==> src/rtl/awd_pkg.sv <==
// Package: shared constants and the field-select encoding for the
// address window decoder. Assumes 64 KB granularity (16 low address bits).
package awd_pkg;
    localparam int GRAN_BITS = 16;

    typedef enum logic [1:0] {
        FLD_BASE = 2'd0,
        FLD_SIZE = 2'd1,
        FLD_CTRL = 2'd2,
        FLD_NONE = 2'd3
    } awd_fld_e;
endpackage

==> src/rtl/awd_win_slot.sv <==
// One window slot: holds the window's registers, checks that the size mask
// is legal and compares a lookup address with the window.
// Assumes: the write data is already decoded into a per-slot strobe and a
// field code. Reset is synchronous and active low.
module awd_win_slot #(
    parameter int ADDR_W = 32,
    parameter int TGT_W  = 4,
    parameter int ATTR_W = 8
) (
    input  logic                                 clk,
    input  logic                                 rst_n,
    input  logic                                 we,
    input  awd_pkg::awd_fld_e                    fld,
    input  logic [ADDR_W-1:0]                    data,
    input  logic [ADDR_W-1:0]                    addr,
    output logic                                 match,
    output logic                                 bad_size,
    output logic [TGT_W-1:0]                     tgt,
    output logic [ATTR_W-1:0]                    attr
);
    import awd_pkg::*;
    localparam int SIZE_W = ADDR_W - GRAN_BITS;

    logic              en_q;
    logic [SIZE_W-1:0] base_q;
    logic [SIZE_W-1:0] size_q;
    logic [TGT_W-1:0]  tgt_q;
    logic [ATTR_W-1:0] attr_q;
    logic [SIZE_W-1:0] size_inc;
    logic [SIZE_W-1:0] diff;

    // Purpose: load the selected field on a write, clear everything on reset.
    always_ff @(posedge clk) begin
        if (!rst_n) begin
            en_q   <= 1'b0;
            base_q <= '0;
            size_q <= '0;
            tgt_q  <= '0;
            attr_q <= '0;
        end else if (we) begin
            case (fld)
                FLD_BASE: base_q <= data[ADDR_W-1:GRAN_BITS];
                FLD_SIZE: size_q <= data[SIZE_W-1:0];
                FLD_CTRL: begin
                    en_q   <= data[ADDR_W-1];
                    tgt_q  <= data[8 +: TGT_W];
                    attr_q <= data[ATTR_W-1:0];
                end
                default: ;
            endcase
        end
    end

    // Purpose: a legal mask is a run of ones from bit 0, so adding one
    // clears every set bit.
    always_comb begin
        size_inc = size_q + SIZE_W'(1);
        bad_size = (size_q & size_inc) != '0;
    end

    // Purpose: compare the upper address bits outside the mask with the base.
    always_comb begin
        diff  = (addr[ADDR_W-1:GRAN_BITS] ^ base_q) & ~size_q;
        match = en_q && !bad_size && (diff == '0);
    end

    assign tgt  = tgt_q;
    assign attr = attr_q;

    // an illegal size never matches
    a_r5_bad_size_no_match: assert property (@(posedge clk) disable iff (!rst_n)
        bad_size |-> !match);
    // a disabled window never matches
    a_r6_disabled_no_match: assert property (@(posedge clk) disable iff (!rst_n)
        !en_q |-> !match);
    // a size write lands the next cycle
    a_r10_size_write: assert property (@(posedge clk) disable iff (!rst_n)
        (we && fld == FLD_SIZE) |=> size_q == $past(data[SIZE_W-1:0]));
    // reset leaves the window disabled
    a_r1_reset_disabled: assert property (@(posedge clk)
        !rst_n |=> !en_q);
endmodule

==> src/rtl/awd_prio_sel.sv <==
// Priority selector: picks the lowest-numbered matching window and gates
// its target and attribute onto the result. Outputs are zero on a miss.
// Assumes: purely combinational; match vector and field arrays are aligned.
module awd_prio_sel #(
    parameter int NUM_WIN = 6,
    parameter int TGT_W   = 4,
    parameter int ATTR_W  = 8,
    parameter int IDX_W   = 3
) (
    input  logic                clk,
    input  logic                rst_n,
    input  logic [NUM_WIN-1:0]  match,
    input  logic [TGT_W-1:0]    tgt  [NUM_WIN],
    input  logic [ATTR_W-1:0]   attr [NUM_WIN],
    output logic                hit,
    output logic [IDX_W-1:0]    win,
    output logic [TGT_W-1:0]    sel_tgt,
    output logic [ATTR_W-1:0]   sel_attr
);
    // Purpose: scan from the top down so the lowest match is written last.
    always_comb begin
        hit      = 1'b0;
        win      = '0;
        sel_tgt  = '0;
        sel_attr = '0;
        for (int i = NUM_WIN - 1; i >= 0; i--) begin
            if (match[i]) begin
                hit      = 1'b1;
                win      = IDX_W'(i);
                sel_tgt  = tgt[i];
                sel_attr = attr[i];
            end
        end
    end

    // the reported window really matches
    a_r7_win_matches: assert property (@(posedge clk) disable iff (!rst_n)
        hit |-> match[win]);

    for (genvar j = 0; j < NUM_WIN; j++) begin : g_lower
        // no lower-numbered window matched
        a_r7_lowest_wins: assert property (@(posedge clk) disable iff (!rst_n)
            (hit && win > IDX_W'(j)) |-> !match[j]);
    end

    // a miss reports all zeros
    a_r8_miss_zero: assert property (@(posedge clk) disable iff (!rst_n)
        !hit |-> (win == '0 && sel_tgt == '0 && sel_attr == '0));
endmodule

==> src/rtl/addr_window_decoder.sv <==
// Top: a bank of NUM_WIN programmable address windows with a register
// write port and a lookup port. Optional output register (REG_OUT).
// Assumes: single clock domain, synchronous active-low reset.
module addr_window_decoder #(
    parameter int NUM_WIN = 6,
    parameter int ADDR_W  = 32,
    parameter int TGT_W   = 4,
    parameter int ATTR_W  = 8,
    parameter bit REG_OUT = 1'b0,
    localparam int IDX_W  = (NUM_WIN > 1) ? $clog2(NUM_WIN) : 1
) (
    input  logic               clk,
    input  logic               rst_n,
    input  logic               wr_en,
    input  logic [IDX_W-1:0]   wr_win,
    input  logic [1:0]         wr_fld,
    input  logic [ADDR_W-1:0]  wr_data,
    input  logic [ADDR_W-1:0]  lk_addr,
    output logic               lk_hit,
    output logic [IDX_W-1:0]   lk_win,
    output logic [TGT_W-1:0]   lk_tgt,
    output logic [ATTR_W-1:0]  lk_attr,
    output logic [NUM_WIN-1:0] cfg_err
);
    import awd_pkg::*;

    logic [NUM_WIN-1:0] match;
    logic [TGT_W-1:0]   tgt_a  [NUM_WIN];
    logic [ATTR_W-1:0]  attr_a [NUM_WIN];
    logic               hit_c;
    logic [IDX_W-1:0]   win_c;
    logic [TGT_W-1:0]   tgt_c;
    logic [ATTR_W-1:0]  attr_c;
    awd_fld_e           fld;

    assign fld = awd_fld_e'(wr_fld);

    for (genvar i = 0; i < NUM_WIN; i++) begin : g_win
        logic we_i;
        // Purpose: decode the write strobe for this slot.
        assign we_i = wr_en && (wr_win == IDX_W'(i));

        awd_win_slot #(
            .ADDR_W (ADDR_W),
            .TGT_W  (TGT_W),
            .ATTR_W (ATTR_W)
        ) u_slot (
            .clk      (clk),
            .rst_n    (rst_n),
            .we       (we_i),
            .fld      (fld),
            .data     (wr_data),
            .addr     (lk_addr),
            .match    (match[i]),
            .bad_size (cfg_err[i]),
            .tgt      (tgt_a[i]),
            .attr     (attr_a[i])
        );
    end

    awd_prio_sel #(
        .NUM_WIN (NUM_WIN),
        .TGT_W   (TGT_W),
        .ATTR_W  (ATTR_W),
        .IDX_W   (IDX_W)
    ) u_sel (
        .clk      (clk),
        .rst_n    (rst_n),
        .match    (match),
        .tgt      (tgt_a),
        .attr     (attr_a),
        .hit      (hit_c),
        .win      (win_c),
        .sel_tgt  (tgt_c),
        .sel_attr (attr_c)
    );

    if (REG_OUT) begin : g_reg
        // Purpose: register the lookup result for one cycle of latency.
        always_ff @(posedge clk) begin
            if (!rst_n) begin
                lk_hit  <= 1'b0;
                lk_win  <= '0;
                lk_tgt  <= '0;
                lk_attr <= '0;
            end else begin
                lk_hit  <= hit_c;
                lk_win  <= win_c;
                lk_tgt  <= tgt_c;
                lk_attr <= attr_c;
            end
        end

        // registered outputs trail the combinational result by one cycle
        a_r9_one_cycle: assert property (@(posedge clk) disable iff (!rst_n)
            $past(rst_n) |-> (lk_hit == $past(hit_c) && lk_win == $past(win_c)));
    end else begin : g_comb
        // Purpose: pass the lookup result straight through.
        assign lk_hit  = hit_c;
        assign lk_win  = win_c;
        assign lk_tgt  = tgt_c;
        assign lk_attr = attr_c;
    end

    // the cycle after reset nothing hits
    a_r1_no_hit_after_reset: assert property (@(posedge clk)
        !rst_n |=> !hit_c);
endmodule

==> config.mk <==
export PLATFORM = sky130hd
export DESIGN_NAME = addr_window_decoder
export DESIGN_NICKNAME = d
export VERILOG_FILES = /design/src/rtl/awd_pkg.sv /design/src/rtl/awd_win_slot.sv /design/src/rtl/awd_prio_sel.sv /design/src/rtl/addr_window_decoder.sv
export SDC_FILE = /design/constraint.sdc
export NUM_CORES = 1
export LEC_CHECK = 0
export BUFFER_PORTS_ARGS = -buffer_cell sky130_fd_sc_hd__buf_2
export CAP_MARGIN = 20
export CORE_ASPECT_RATIO = 1.1
export CORE_MARGIN = 2
export CORE_UTILIZATION = 35
export DETAILED_ROUTE_END_ITERATION = 7
export MAX_ROUTING_LAYER = met4
export PLACE_DENSITY_LB_ADDON = 0.05
export SLEW_MARGIN = 10
export SYNTH_ARGS = -nofsm -noshare
export SYNTH_HDL_FRONTEND = slang
export SYNTH_SLANG_ARGS = --single-unit
export TNS_END_PERCENT = 10
==> constraint.sdc <==
create_clock -name clk -period 3.7 [get_ports clk]
set_input_delay 0.185 -clock clk [delete_from_list [all_inputs] [get_ports clk]]
set_output_delay 0.185 -clock clk [all_outputs]
set_load 0.05 [all_outputs]
# Yosys cells after proc, flatten, opt, wreduce, memory -nomap -nowiden
# Cells that the tools add are included.
dict set report word_totals {
  ff_bits 270
  in_bits 72
  output_inout_bits 22
  elab_cells 147
}
dict set report classes {
  addsub 6
  eq_ne 7
  n_mux 24
  bitwise_logic 24
  n_reduce_logical 56
}
# operator count
set ops {}
lappend ops {{$and 16x16->16} 12}
lappend ops {{$add 16x1->16 const B} 6}
lappend ops {{$logic_not 16->1} 6}
lappend ops {{$not 16->16} 6}
lappend ops {{$reduce_bool 16->1} 6}
lappend ops {{$xor 16x16->16} 6}
lappend ops {{$mux 8} 6}
lappend ops {{$reduce_and 2->1} 18}
lappend ops {{$mux 4} 6}
lappend ops {{$logic_and 1x1->1} 18}
lappend ops {{$mux 3} 6}
lappend ops {{$eq 3x2->1 const B} 2}
lappend ops {{$eq 3x3->1 const B} 2}
lappend ops {{$logic_not 1->1} 6}
lappend ops {{$mux 1} 6}
lappend ops {{$eq 3x1->1 const B} 1}
lappend ops {{$logic_not 3->1} 1}
lappend ops {{$eq 2x1->1 const B} 1}
lappend ops {{$eq 2x2->1 const B} 1}
lappend ops {{$logic_not 2->1} 1}

# Logic depth before layout (Yosys ltp)
dict set report logic_depth {
  depth_word 12
  depth_mapped 10
  depth_no_buf 7
}

# Hierarchy
# Synthesis repeated with hierarchy kept, for this count alone.
dict set report hier_totals {
  cells_unflattened 1611
  hier_area_um2 12932.4
}
# mod n_inst cells_per_inst area_each_um2 seq_area_each_um2
set by_module_without_submodules {}
lappend by_module_without_submodules {awd_win_slot 6 253 2024.4 900.9}
lappend by_module_without_submodules {awd_prio_sel 1 87 710.7 0.0}
lappend by_module_without_submodules {addr_window_decoder 1 6 75.1 0.0}

# Worst setup path after synthesis
# Ideal clock, no wire load.
dict set report synth_path {
  path_kind {register -> output}
  start {reg g_win[5].u_slot.size_q[14]}
  end {out lk_attr[0]}
  arrival_ns 3.067
  required_ns 3.515
  path_slack_ns 0.448
  stages_incl_launch_ff 10
  n_path_buf 2
  path_cell_list {dfxtp_1 > or2_2 > a22oi_1 > o2111ai_1 > or3_1 > clkbuf_1 > buf_2 > nor3_1 > mux2i_1 > a222oi_1}
}
dict set report synth_between {
  elab_chain_cells 12
  elab_cells_between_ends 15
  cone_classes {1 x add/sub; 6 x mux; 3 x bitwise; 5 x reduce/logical}
}
# element line_no
set synth_rtl {}
lappend synth_rtl {{start, declared} awd_win_slot.sv:26} ;# logic [SIZE_W-1:0] size_q;
lappend synth_rtl {{start signal, assigned} awd_win_slot.sv:43} ;# FLD_SIZE: size_q <= data[SIZE_W-1:0];
lappend synth_rtl {{$add 16x1->16} awd_win_slot.sv:57} ;# size_inc = size_q + SIZE_W'(1);
lappend synth_rtl {{$and 16x16->16 (*)} awd_win_slot.sv:58} ;# bad_size = (size_q & size_inc) != '0;
lappend synth_rtl {{$reduce_bool 16->1 (*)} awd_win_slot.sv:58}
lappend synth_rtl {{via g_win[5].u_slot.bad_size} awd_win_slot.sv:17} ;# output logic bad_size,
lappend synth_rtl {{$logic_not 1->1 (*)} awd_win_slot.sv:64} ;# match = en_q && !bad_size && (diff == '0);
lappend synth_rtl {{$logic_and 1x1->1 (*) (2 in a row)} awd_win_slot.sv:64}
lappend synth_rtl {{$mux 8 (*) (6 in a row)} awd_prio_sel.sv:27} ;# if (match[i]) begin
lappend synth_rtl {{end, declared} addr_window_decoder.sv:22} ;# output logic [ATTR_W-1:0] lk_attr,
# The timed path passes the listed nets; every way through them passes the cells marked *.

# Worst setup path in the final report
dict set report layout_path {
  start {reg g_win[3].u_slot.size_q[0]}
  end {out lk_tgt[0]}
}
dict set report layout_between {
  elab_chain_cells 10
  elab_cells_between_ends 13
  cone_classes {1 x add/sub; 4 x mux; 3 x bitwise; 5 x reduce/logical}
}
# element line_no
set layout_rtl {}
lappend layout_rtl {{start, declared} awd_win_slot.sv:26}
lappend layout_rtl {{start signal, assigned} awd_win_slot.sv:43}
lappend layout_rtl {{$add 16x1->16} awd_win_slot.sv:57}
lappend layout_rtl {{$and 16x16->16} awd_win_slot.sv:58}
lappend layout_rtl {{$reduce_bool 16->1} awd_win_slot.sv:58}
lappend layout_rtl {{$logic_not 1->1} awd_win_slot.sv:64}
lappend layout_rtl {{$logic_and 1x1->1} awd_win_slot.sv:64}
lappend layout_rtl {{$logic_and 1x1->1 (*)} awd_win_slot.sv:64}
lappend layout_rtl {{$mux 4 (*) (4 in a row)} awd_prio_sel.sv:27}
lappend layout_rtl {{end, declared} addr_window_decoder.sv:21} ;# output logic [TGT_W-1:0] lk_tgt,
# Every way passes the cells marked *; elsewhere a longest branch is shown, timed or not.

==> impl_metrics.yaml <==
die:
  die_area_mm2: 0.0394
  total_number_of_placement_rows: 74
  die_height_um: 208
  placeableCoreArea_mm2: 0.0372
  io-pin-count: 94
  floorplan.initialDensity: 0.356
  die_w_um: 189
routing:
  viasPerCell: 5.19
  router_iterations_before_antenna_repair: 5
  post-route-drc-count: 0
  wire_per_inst_um: 22.9
  detail-route-antenna-nets: 0
  wirelength_mm: 49.5
  dr.first_iter.drc_count: 687
  vias: 11234
worst_setup_path:
  timing.critical_path.required_ns: 3.51
  arrival_ns: 3.38
  startpoint_type: "flop"
  critical_register_to_register_path_endpoint: "g_win[1].u_slot.size_q[5]"
  critical_path_class: "flop to output port"
  worstRegToRegCells: 2
  setup_slack_of_the_worst_register_to_register_path_ns: 2.93
  crit_path_end_kind: "output port"
  r2r-start: "g_win[1].u_slot.size_q[5]"
  worst-path-max-fanout: 26
timing:
  clock-skew-final_ns: 0
  worstMarginPinSlew_ns: 1.05
  grt_setup_unrepaired: "no"
  setup_viol: 0
  fmax_ghz: 0.281
  report.final.slew_viol_count: 0
  tns_ns: 0
  final_worst_setup_slack_ns: 0.139
  hold_viol: 0
  final_min_period_over_clock_period: 0.962
  timing.slew.headroom: 0.299
  finalCriticalPeriod_ns: 3.56
flow_run:
  max_cap_violations: 0
placement:
  place.port_buffers: 77
  postPlaceCellArea_mm2: 0.0141
  place.gp.congestion: 0.866
  detailed_place_hpwl_mm: 33.1
  dp_worst_setup_slack_ns: 0.479
finish:
  post-route-util: 0.412
  area_growth_pct: 15.8
  nNetsFinal: 1718
  post_route_cells_drive_above_1_share: 0.123
  design_area_mm2: 0.0153
  n_antenna_cell: 0
yosys:
  post_synth_instance_area_mm2: 0.0132
  post_synthesis_cell_count: 1605
  ys.flop_type: "sky130_fd_sc_hd__dfxtp_1"
  async_flop_share: 0
  syn-num-nets: 1677
  synth-warning-count: 0
  mean_post_synth_cell_area_um2: 8.25
  post_synth_num_cell_types: 50
  synth_sequential_area_ratio: 0.408
  yosys_register_bits: 270
  count_of_flip_flops_with_a_built_in_enable_after_synthesis: 0
power_and_ir_drop:
  maximum_vdd_drop_v: 0.000265
  static-leakage-power_uw: 0.00536
  power_switching_uw: 1710
  power_frac_comb: 0.075
  internal_cell_power_uw: 5160
  switching_share: 0.249
  sequentialPowerShare: 0.429
  power_frac_clock: 0.496
  power_per_cell_area_mw_per_mm2: 448
clock_tree:
  cts.clk_slew.worst_paths_ns: 0.06
  h-tree-depth: 2
  clk_root_buffer_cell: "sky130_fd_sc_hd__clkbuf_16"
  clock_tree.buffer_depth: 3
  cts-buffers-inserted: 35
  worstSkewPairLatency_ns: 0.51
  post-cts-setup-buffer-count: 0
  clkSinkCount: 270
  cts_tree: "done"
grt:
  track_usage: 0.258
  grt_pass1_vias: 10903
  grt_max_degree: 110
  grt_total_ovfl: 0
  antenna_found_initial: 0
  first_pass_grt_wire_length_mm: 73.6
outcome:
  outcome: "finished clean"
worst_hold_path:
  hold_depth: 3
  worst_hold_startpoint: "wr_data[20]"
  kind_of_path_behind_the_tightest_hold_check: "input pin to flop"
  min_delay_worst_endpoint: "g_win[0].u_slot.base_q[4]"
-- cell usage after synthesis, drive strengths merged, types with 7 or more instances --
cell type / number / area share
nand3: 8 / 0.0030
xnor2: 93 / 0.062
nand2: 434 / 0.12
and4: 12 / 0.0079
dfxtp: 270 / 0.41
inv: 24 / 0.0068
o32ai: 13 / 0.013
buf: 38 / 0.016
a211o: 12 / 0.0079
nor2: 47 / 0.013
clkbuf: 83 / 0.024
a21boi: 192 / 0.11
mux2i: 86 / 0.065
nand2b: 7 / 0.0033
nor2b: 81 / 0.038
a2111oi: 11 / 0.0079
nor3: 32 / 0.013
o21ai: 22 / 0.0083
o22ai: 42 / 0.020
nor4: 20 / 0.013
nand4: 9 / 0.0043
a21oi: 32 / 0.012
-- per-stage QoR --
stage | power [uW] | cells | hold slack (ns)
CTS | 6940 | 2163 | 0.00679
floorplan | 3300 | 1605 | 0.330
finish | 6870 | 2164 | 0.0206
global placement | 3520 | 2097 | 0.462
global route | 7080 | 2164 | 0.0170
detailed placement | 3520 | 2099 | 0.469
-- critical path: stages (launching register included) --
cell	delay [ns]
sky130_fd_sc_hd__dfxtp_1	0.38
sky130_fd_sc_hd__nand2_1	0.10
sky130_fd_sc_hd__nor3_2	0.21
sky130_fd_sc_hd__nor2_1	0.07
sky130_fd_sc_hd__or4_4	0.53
sky130_fd_sc_hd__nor4_4	0.34
sky130_fd_sc_hd__buf_12	0.23
sky130_fd_sc_hd__a2111oi_0	0.09
sky130_fd_sc_hd__buf_4	0.16
sky130_fd_sc_hd__o32ai_1	0.39
sky130_fd_sc_hd__clkbuf_4	0.32
-- power groups by stage --
stage | combinational, uW | clock, uW | sequential (uW)
after floorplan | 292 | 0 | 3000
after global placement | 511 | 0 | 3010
after detailed placement | 511 | 0 | 3010
after CTS | 514 | 3480 | 2950
after global routing | 540 | 3590 | 2950
final | 516 | 3410 | 2950
-- state kept, by name, summed over array words and instances, names as in the netlist --
signal and count:
g_win.u_slot.en_q 6, g_win.u_slot.tgt 24, g_win.u_slot.size_q 96, g_win.u_slot.attr 48
g_win.u_slot.base_q 96
-- routing by layer --
layer	wire length [um]	vias to the layer above	track usage
met5	0	-	-
met4	1320	0	0.0695
met3	1790	65	0.0299
met2	23200	236	0.415
met1	23300	5421	0.344
li1	-	5512	-
-- placed cells by master (no fill, tap or decap), types with 3 or more instances in the layout --
cell / n
sky130_fd_sc_hd__clkbuf_1: 8
sky130_fd_sc_hd__o21ai_0: 22
sky130_fd_sc_hd__or3_1: 3
sky130_fd_sc_hd__xor2_1: 3
sky130_fd_sc_hd__clkinv_2: 4
sky130_fd_sc_hd__buf_2: 74
sky130_fd_sc_hd__dlygate4sd3_1: 3
sky130_fd_sc_hd__or2_2: 4
sky130_fd_sc_hd__clkbuf_16: 37
sky130_fd_sc_hd__o32ai_1: 5
sky130_fd_sc_hd__o2111ai_1: 4
sky130_fd_sc_hd__a2111oi_1: 7
sky130_fd_sc_hd__nand3_1: 7
sky130_fd_sc_hd__nor3_2: 6
sky130_fd_sc_hd__a21oi_1: 32
sky130_fd_sc_hd__nand2_1: 434
sky130_fd_sc_hd__xnor2_1: 93
sky130_fd_sc_hd__nand4_1: 9
sky130_fd_sc_hd__nor4_4: 3
sky130_fd_sc_hd__buf_6: 3
sky130_fd_sc_hd__and4_1: 12
sky130_fd_sc_hd__a21boi_0: 192
sky130_fd_sc_hd__inv_1: 24
sky130_fd_sc_hd__o22ai_1: 42
sky130_fd_sc_hd__nor2_1: 47
sky130_fd_sc_hd__nor4_2: 3
sky130_fd_sc_hd__o32ai_2: 8
sky130_fd_sc_hd__mux2i_1: 86
sky130_fd_sc_hd__dfxtp_1: 270
sky130_fd_sc_hd__clkbuf_8: 9
sky130_fd_sc_hd__nand2b_1: 7
sky130_fd_sc_hd__nor2b_1: 81
sky130_fd_sc_hd__a2111oi_0: 3
sky130_fd_sc_hd__nor3_1: 26
sky130_fd_sc_hd__nor4_1: 14
sky130_fd_sc_hd__buf_4: 43
sky130_fd_sc_hd__a211o_1: 12
-- what timing repair did --
item                                    in CTS  in global routing
hold buffers                                 3                  0
endpoints found under the setup margin       0                  9
resized for setup                            0                 11
hold endpoints to repair                    10                  0
-- final cells by class --
class                      instances  area, um2
fill                            3848      21900
multi-input combinational       1190       7300
sequential                       270       5410
clock buffer                      54       1080
timing repair buffer             125        785
tap                              494        618
inverter                          24       90.1
clock inverter                     7       65.1
-- how the worst max path moves through the flow --
| stage | start | to | slack (ns) | depth (start not counted) |
|---|---|---|---|---|
| 6_report | g_win[3].u_slot.size_q[0] | lk_tgt[0] | 0.14 | 10 |
| 5_1_grt | g_win[3].u_slot.size_q[5] | lk_tgt[0] | 0.006 | 10 |
| 4_1_cts | g_win[4].u_slot.size_q[8] | lk_attr[4] | 0.005 | 8 |
| 3_5_place_dp | lk_addr[28] | lk_attr[4] | 0.48 | 9 |
| 3_3_place_gp | lk_addr[28] | lk_tgt[3] | 0.48 | 9 |
| 2_1_floorplan | g_win[5].u_slot.size_q[14] | lk_attr[0] | 0.45 | 9 |
-- kinds of logic after synthesis --
kind of cell	synth area share
AOI/OAI and AO/OA	0.190
buffers and inverters	0.0463
and+or+nand+nor	0.227
DFF	0.408
xor gates and xnor gates	0.0635
muxes	0.0650
(Power assumes the default switching activity.)
